[config.mk]
export PLATFORM = sky130hd
export DESIGN_NAME = bkpt_unit
export DESIGN_NICKNAME = d
export VERILOG_FILES = /design/src/rtl/bkpt_pkg.sv /design/src/rtl/bkpt_frame.sv /design/src/rtl/bkpt_slots.sv /design/src/rtl/bkpt_halt.sv /design/src/rtl/bkpt_unit.sv
export SDC_FILE = /design/constraint.sdc
export NUM_CORES = 1
export LEC_CHECK = 0
export ABC_AREA = 1
export BUFFER_PORTS_ARGS = -buffer_cell sky130_fd_sc_hd__buf_4
export CORE_ASPECT_RATIO = 1.75
export CORE_UTILIZATION = 30
export CTS_CLUSTER_DIAMETER = 80
export DETAILED_ROUTE_END_ITERATION = 12
export PLACE_DENSITY = 0.5
export SLEW_MARGIN = 0
export SYNTH_ARGS = -nofsm -noshare
export SYNTH_HDL_FRONTEND = slang
export SYNTH_SLANG_ARGS = --single-unit
[constraint.sdc]
create_clock -name clk -period 2.8 [get_ports clk]
set_input_delay 0.42 -clock clk [delete_from_list [all_inputs] [get_ports clk]]
set_output_delay 0.42 -clock clk [all_outputs]
set_load 0.02 [all_outputs]
[src/rtl/bkpt_pkg.sv]
package bkpt_pkg;
    localparam int BK_ADDR_W = 16;
    localparam int BK_SLOTS  = 4;
    localparam int BK_IDX_W  = $clog2(BK_SLOTS);

    typedef enum logic [1:0] {
        FR_IDLE = 2'd0,
        FR_B1   = 2'd1,
        FR_B2   = 2'd2,
        FR_B3   = 2'd3
    } frame_st_t;

    typedef struct packed {
        logic                 en;
        logic [BK_ADDR_W-1:0] addr;
    } slot_t;
endpackage

[src/rtl/bkpt_frame.sv]
module bkpt_frame
    import bkpt_pkg::*;
(
    input  logic                clk,
    input  logic                rst_n,
    input  logic                set_cmd,
    input  logic                byte_valid,
    input  logic [7:0]          byte_data,
    input  logic                dbg_en,
    output logic                byte_ready,
    output logic                wr_en,
    output logic [BK_IDX_W-1:0] wr_idx,
    output slot_t               wr_slot,
    output logic                frame_err
);
    typedef struct packed {
        frame_st_t           st;
        logic [BK_IDX_W-1:0] idx;
        logic                en;
        logic                bad;
        logic [7:0]          hi;
        logic                err;
    } frame_reg_t;

    frame_reg_t r_q, r_d;
    logic       acc;
    logic       unused_hi_bits;

    assign unused_hi_bits = ^byte_data[7:5];
    assign byte_ready     = (r_q.st != FR_IDLE);
    assign acc            = byte_valid && byte_ready;

    always_comb begin
        r_d = r_q;
        case (r_q.st)
            FR_IDLE: if (set_cmd) r_d.st = FR_B1;
            FR_B1: if (acc) begin
                r_d.idx = byte_data[3 +: BK_IDX_W];
                r_d.en  = byte_data[2];
                r_d.bad = (byte_data[1:0] != 2'b00);
                r_d.st  = FR_B2;
            end
            FR_B2: if (acc) begin
                r_d.hi = byte_data;
                r_d.st = FR_B3;
            end
            FR_B3: if (acc) begin
                r_d.st = FR_IDLE;
                if (r_q.bad) r_d.err = 1'b1;
            end
            default: r_d.st = FR_IDLE;
        endcase
    end

    always_ff @(posedge clk) begin
        if (!rst_n) r_q <= '0;
        else        r_q <= r_d;
    end

    assign wr_en        = (r_q.st == FR_B3) && acc && dbg_en && !r_q.bad;
    assign wr_idx       = r_q.idx;
    assign wr_slot.en   = r_q.en;
    assign wr_slot.addr = {r_q.hi, byte_data};
    assign frame_err    = r_q.err;

    assert_err_sticky_R7: assert property (@(posedge clk) disable iff (!rst_n)
        frame_err |=> frame_err);
    assert_frame_closes_R2: assert property (@(posedge clk) disable iff (!rst_n)
        (r_q.st == FR_B3 && acc) |=> !byte_ready);
    assert_lock_no_write_R6: assert property (@(posedge clk) disable iff (!rst_n)
        !dbg_en |-> !wr_en);
endmodule

[src/rtl/bkpt_slots.sv]
module bkpt_slots
    import bkpt_pkg::*;
(
    input  logic                 clk,
    input  logic                 rst_n,
    input  logic                 wr_en,
    input  logic [BK_IDX_W-1:0]  wr_idx,
    input  slot_t                wr_slot,
    input  logic [BK_ADDR_W-1:0] fetch_addr,
    output logic                 hit,
    output logic [BK_IDX_W-1:0]  hit_idx
);
    slot_t [BK_SLOTS-1:0] slot_q;
    logic  [BK_SLOTS-1:0] match;

    for (genvar g = 0; g < BK_SLOTS; g++) begin : g_slot
        slot_t s_d;
        always_comb begin
            s_d = slot_q[g];
            if (wr_en && (wr_idx == BK_IDX_W'(g))) s_d = wr_slot;
        end
        always_ff @(posedge clk) begin
            if (!rst_n) slot_q[g] <= '0;
            else        slot_q[g] <= s_d;
        end
        assign match[g] = slot_q[g].en && (slot_q[g].addr == fetch_addr);
    end

    always_comb begin
        hit     = |match;
        hit_idx = '0;
        for (int i = BK_SLOTS - 1; i >= 0; i--) begin
            if (match[i]) hit_idx = BK_IDX_W'(i);
        end
    end

    assert_slots_frozen_R3: assert property (@(posedge clk) disable iff (!rst_n)
        !wr_en |=> $stable(slot_q));
endmodule

[src/rtl/bkpt_halt.sv]
module bkpt_halt
    import bkpt_pkg::*;
(
    input  logic                clk,
    input  logic                rst_n,
    input  logic                hit,
    input  logic [BK_IDX_W-1:0] hit_idx,
    input  logic                resume,
    output logic                halt,
    output logic [BK_IDX_W-1:0] halt_slot
);
    typedef struct packed {
        logic                halt;
        logic [BK_IDX_W-1:0] idx;
    } halt_reg_t;

    halt_reg_t h_q, h_d;

    always_comb begin
        h_d      = h_q;
        h_d.halt = hit || (h_q.halt && !resume);
        if (hit && (!h_q.halt || resume)) h_d.idx = hit_idx;
    end

    always_ff @(posedge clk) begin
        if (!rst_n) h_q <= '0;
        else        h_q <= h_d;
    end

    assign halt      = h_q.halt;
    assign halt_slot = h_q.idx;

    assert_hit_halts_R4: assert property (@(posedge clk) disable iff (!rst_n)
        hit |=> halt);
    assert_halt_sticky_R5: assert property (@(posedge clk) disable iff (!rst_n)
        (halt && !resume) |=> halt);
    assert_resume_clears_R5: assert property (@(posedge clk) disable iff (!rst_n)
        (resume && !hit) |=> !halt);
endmodule

[src/rtl/bkpt_unit.sv]
module bkpt_unit
    import bkpt_pkg::*;
(
    input  logic                 clk,
    input  logic                 rst_n,
    input  logic                 set_cmd,
    input  logic                 byte_valid,
    input  logic [7:0]           byte_data,
    output logic                 byte_ready,
    input  logic                 dbg_en,
    input  logic [BK_ADDR_W-1:0] fetch_addr,
    input  logic                 resume,
    output logic                 halt,
    output logic [BK_IDX_W-1:0]  halt_slot,
    output logic                 frame_err
);
    logic                wr_en;
    logic [BK_IDX_W-1:0] wr_idx;
    slot_t               wr_slot;
    logic                hit;
    logic [BK_IDX_W-1:0] hit_idx;

    bkpt_frame u_frame (
        .clk(clk), .rst_n(rst_n), .set_cmd(set_cmd),
        .byte_valid(byte_valid), .byte_data(byte_data), .dbg_en(dbg_en),
        .byte_ready(byte_ready), .wr_en(wr_en), .wr_idx(wr_idx),
        .wr_slot(wr_slot), .frame_err(frame_err)
    );

    bkpt_slots u_slots (
        .clk(clk), .rst_n(rst_n), .wr_en(wr_en), .wr_idx(wr_idx),
        .wr_slot(wr_slot), .fetch_addr(fetch_addr),
        .hit(hit), .hit_idx(hit_idx)
    );

    bkpt_halt u_halt (
        .clk(clk), .rst_n(rst_n), .hit(hit), .hit_idx(hit_idx),
        .resume(resume), .halt(halt), .halt_slot(halt_slot)
    );

    assert_reset_quiet_R8: assert property (@(posedge clk)
        !rst_n |=> (!halt && !frame_err && !byte_ready));
endmodule

==> flow_results.org <==
** STA
- Setup repair after global routing left no endpoint under its margin.
- In the final timing run, aggregate negative setup slack is 0 ns.
- Across the routed clock network, the largest skew measured is 0.00801 ns.
- The count of endpoints failing hold in the final timing report was 0.
- Endpoints failing setup :: 0
- The final number of max-transition violations is 0.
- At the pin with the least slew margin, the transition time is 0.662 ns.
- Final Cycle Share :: 0.666
- Worst Hold Margin :: 0.381 ns
- After layout, the minimum clock period comes to 1.86 ns.
- Timing-limited maximum frequency :: 536 MHz
- Worst slew margin relative to its limit :: 0.558

** Route
- Final wirelength :: 12100 um
- Met2 WL post-DR :: 6150 um
- Via count :: 3792
- Once detail routing completed, the nets flagged for antenna violations numbered 0.
- Routed signal wires occupy layers up through met4.
- In the routed design, unresolved DRC markers number 0.
- M1 WL :: 4990 um
- After detailed routing, the met3 layer carries 267 um of wire.
- Average wire per cell in the routed design :: 14.6 um
- Using the TritonRoute via totals, the vias-per-cell ratio works out to 4.59.
- Number of DRC violations after detailed-routing iteration 0 :: 164
- The first TritonRoute pass finished after 4 iterations.

** Critical path
- The setup check on the worst reg-to-reg path leaves a slack of 0.94 ns.
- For the worst setup path, the data arrival time is 2.06 ns.
- Required time reported for the critical path endpoint :: 3.00 ns
- STA classifies the critical path endpoint as a register.
- Kind of start point of the critical path :: register
- Largest fanout on the critical path :: 33
- In this run the critical register-to-register path is captured at u_slots.slot_q[61].
- WS Path Type :: register to register
- CP endpoint :: u_slots.slot_q[61]
- The worst register-to-register path has a depth of 7.

** Clock network
- Buffer levels on the longest clock path :: 2
- Post-CTS repair changed the size of 0 cells.
- CTS Hold Buffers Added :: 0
- Sinks on the clock net :: 86
- TritonCTS built the clock tree.
- Clock Tree Root :: clkbuf_16
- Buffers inserted during clock tree synthesis total 9.
- Register clock-pin slew on the reported worst setup and hold paths :: 0.06 ns
- Clk Latency, worst-skew pair :: 0.33 ns
- Post-CTS timing repair inserted 0 buffers for setup.
- The H-tree generated during clock tree synthesis spans 3 levels.

** Yosys
- Sequential share of the synthesized area :: 0.416
- Number of enable-type register cells in the synthesized netlist :: 0
- Synthesis warning total :: 0
- After synthesis, the share of flip-flops with an asynchronous set or reset is 0.
- Net Count, Synth :: 649
- Post-Synthesis Mean Instance Area :: 6.68 um2
- Number of distinct standard cells referenced by the synthesized netlist :: 26
- Synthesis inferred 86 register bits.
- Cells after synthesis :: 619
- The most used flip-flop cell after synthesis is dfxtp_1.
- Post-synthesis instance area :: 4140 um2

** Finish
- The final layout contains 679 nets.
- Antenna fix cells :: 0
- In the final layout, the share of cells above drive strength 1 is 0.135.
- Syn-to-layout area delta :: 16.8%
- The library cell used most frequently in the layout, excluding fill and tap cells, is nand2_1.
- Leaving out fill and tap cells, the most frequent cells in the layout are nand2_1, dfxtp_1, o21ai_0, inv_1, a21oi_1.

** Outcome
- The run finished with clean final reports.

** Die
- Count of standard-cell rows :: 56
- Overall die height :: 157 um
- In this run the count of I/O pins placed on the die edge is 35.
- The die covers 14300 um2.
- In this run the horizontal extent of the chip is 90.8 um.
- Starting density of the core :: 0.307
- The floorplan step defined a core boundary enclosing 13500 um2.

** Power
- Power density normalized to cell area :: 539 nW/um2
- IR analysis of the VDD net gives a maximum drop of 272 uV.
- Summed over all cells, the static leakage comes to 1.96 nW.

** Global route
- The first global-routing pass estimated 19100 um of wire.
- Number of global-route vias before repair :: 3618
- Maximum number of pins on one net before global-route repair :: 40
- Global-route congestion overflow total :: 0
- Tot GR Track Use :: 0.178
- Number of antenna violations at the first check in global routing :: 0

** Placement
- Detail Placement HPWL :: 9040 um
- GP Congestion :: 0.890
- Port buffering added 34 buffers.

** Job
- Max Cap Viol :: 0

** Worst hold path
- The path class of the tightest hold or removal check is input port to register.
-- cell usage after synthesis, drive strengths merged (3+ instances only) --
cell,count,area share
clkbuf,14,0.013
o21ai,88,0.11
nor3,5,0.0088
nand2,158,0.15
inv,96,0.087
xnor2,3,0.0064
a21oi,75,0.091
buf,8,0.011
a211oi,6,0.015
nor2,55,0.054
nand3,14,0.024
dfxtp,86,0.42
xor2,7,0.015
-- through the flow --
| step | area, um2 | power, W | instances | worst slack (ns) | utilization |
|---|---|---|---|---|---|
| floorplan | 4140 | 0.00139 | 619 | 1.42 | - |
| global placement | 4560 | 0.00149 | 812 | 0.817 | 0.339 |
| detailed placement | 4560 | 0.00150 | 812 | 0.768 | 0.339 |
| CTS | 4830 | 0.00264 | 826 | 0.930 | 0.359 |
| global route | 4830 | 0.00271 | 826 | 0.699 | 0.359 |
| finish | 4830 | 0.00260 | 826 | 0.935 | 0.359 |
-- layout make-up --
cell class / instances / area (um2)
Fill cell: 1491 / 8620
Multi-Input combinational cell: 415 / 1950
Sequential cell: 86 / 1720
Inverter: 96 / 360
Timing Repair Buffer: 41 / 308
Clock buffer: 12 / 236
Tap cell: 174 / 218
Clock inverter: 2 / 35.0
-- per-layer routing --
layer	GRT usage	vias up
met5	0	-
met4	0.111	0
met3	0.0304	30
met2	0.319	68
met1	0.193	1678
li1	-	2016
-- critical path, stage by stage, from the launching register on --
cell	delay, ns
dfxtp_1	0.39
inv_2	0.07
nor2_2	0.14
nand2_2	0.09
inv_2	0.11
nand3_2	0.50
o21ai_0	0.38
a21oi_1	0.06
-- power breakdown --
group          internal [W]  leakage (nW)  total, W  switching [W]
Combinational     0.0000766          1.14  0.000213       0.000137
Clock              0.000681         0.132   0.00114       0.000457
Sequential          0.00124         0.694   0.00125      0.0000150
-- state kept, by name (all words and copies together) (netlist names), named ones only --
register,flops
u_frame.frame_err,1
u_frame.r_q,2
u_frame.wr_idx,2
u_frame.wr_slot,9
u_halt.halt,1
u_halt.halt_slot,2
u_slots.slot_q,68
-- cell families after synthesis --
kind of cell	Yosys count	share of synthesized area
AO/OA/AOI/OAI	170	0.214
flip-flops	86	0.416
AND/OR/NAND/NOR	235	0.238
XOR/XNOR	10	0.0212
buffers and inverters	118	0.111
-- worst min path at each step --
| stage | start | endpoint | slack [ns] | cells after the start |
|---|---|---|---|---|
| detailed placement | u_slots.slot_q[49] | u_slots.slot_q[49] | 0.45 | 2 |
| global route | byte_data[2] | u_frame.wr_slot[16] | 0.39 | 3 |
| global placement | u_slots.slot_q[49] | u_slots.slot_q[49] | 0.44 | 2 |
| floorplan | u_slots.slot_q[50] | u_slots.slot_q[50] | 0.42 | 2 |
| finish | byte_valid | u_frame.r_q[13] | 0.38 | 3 |
| CTS | byte_valid | u_frame.r_q[13] | 0.37 | 3 |
Note: power is estimated with default switching activity, not from simulation.
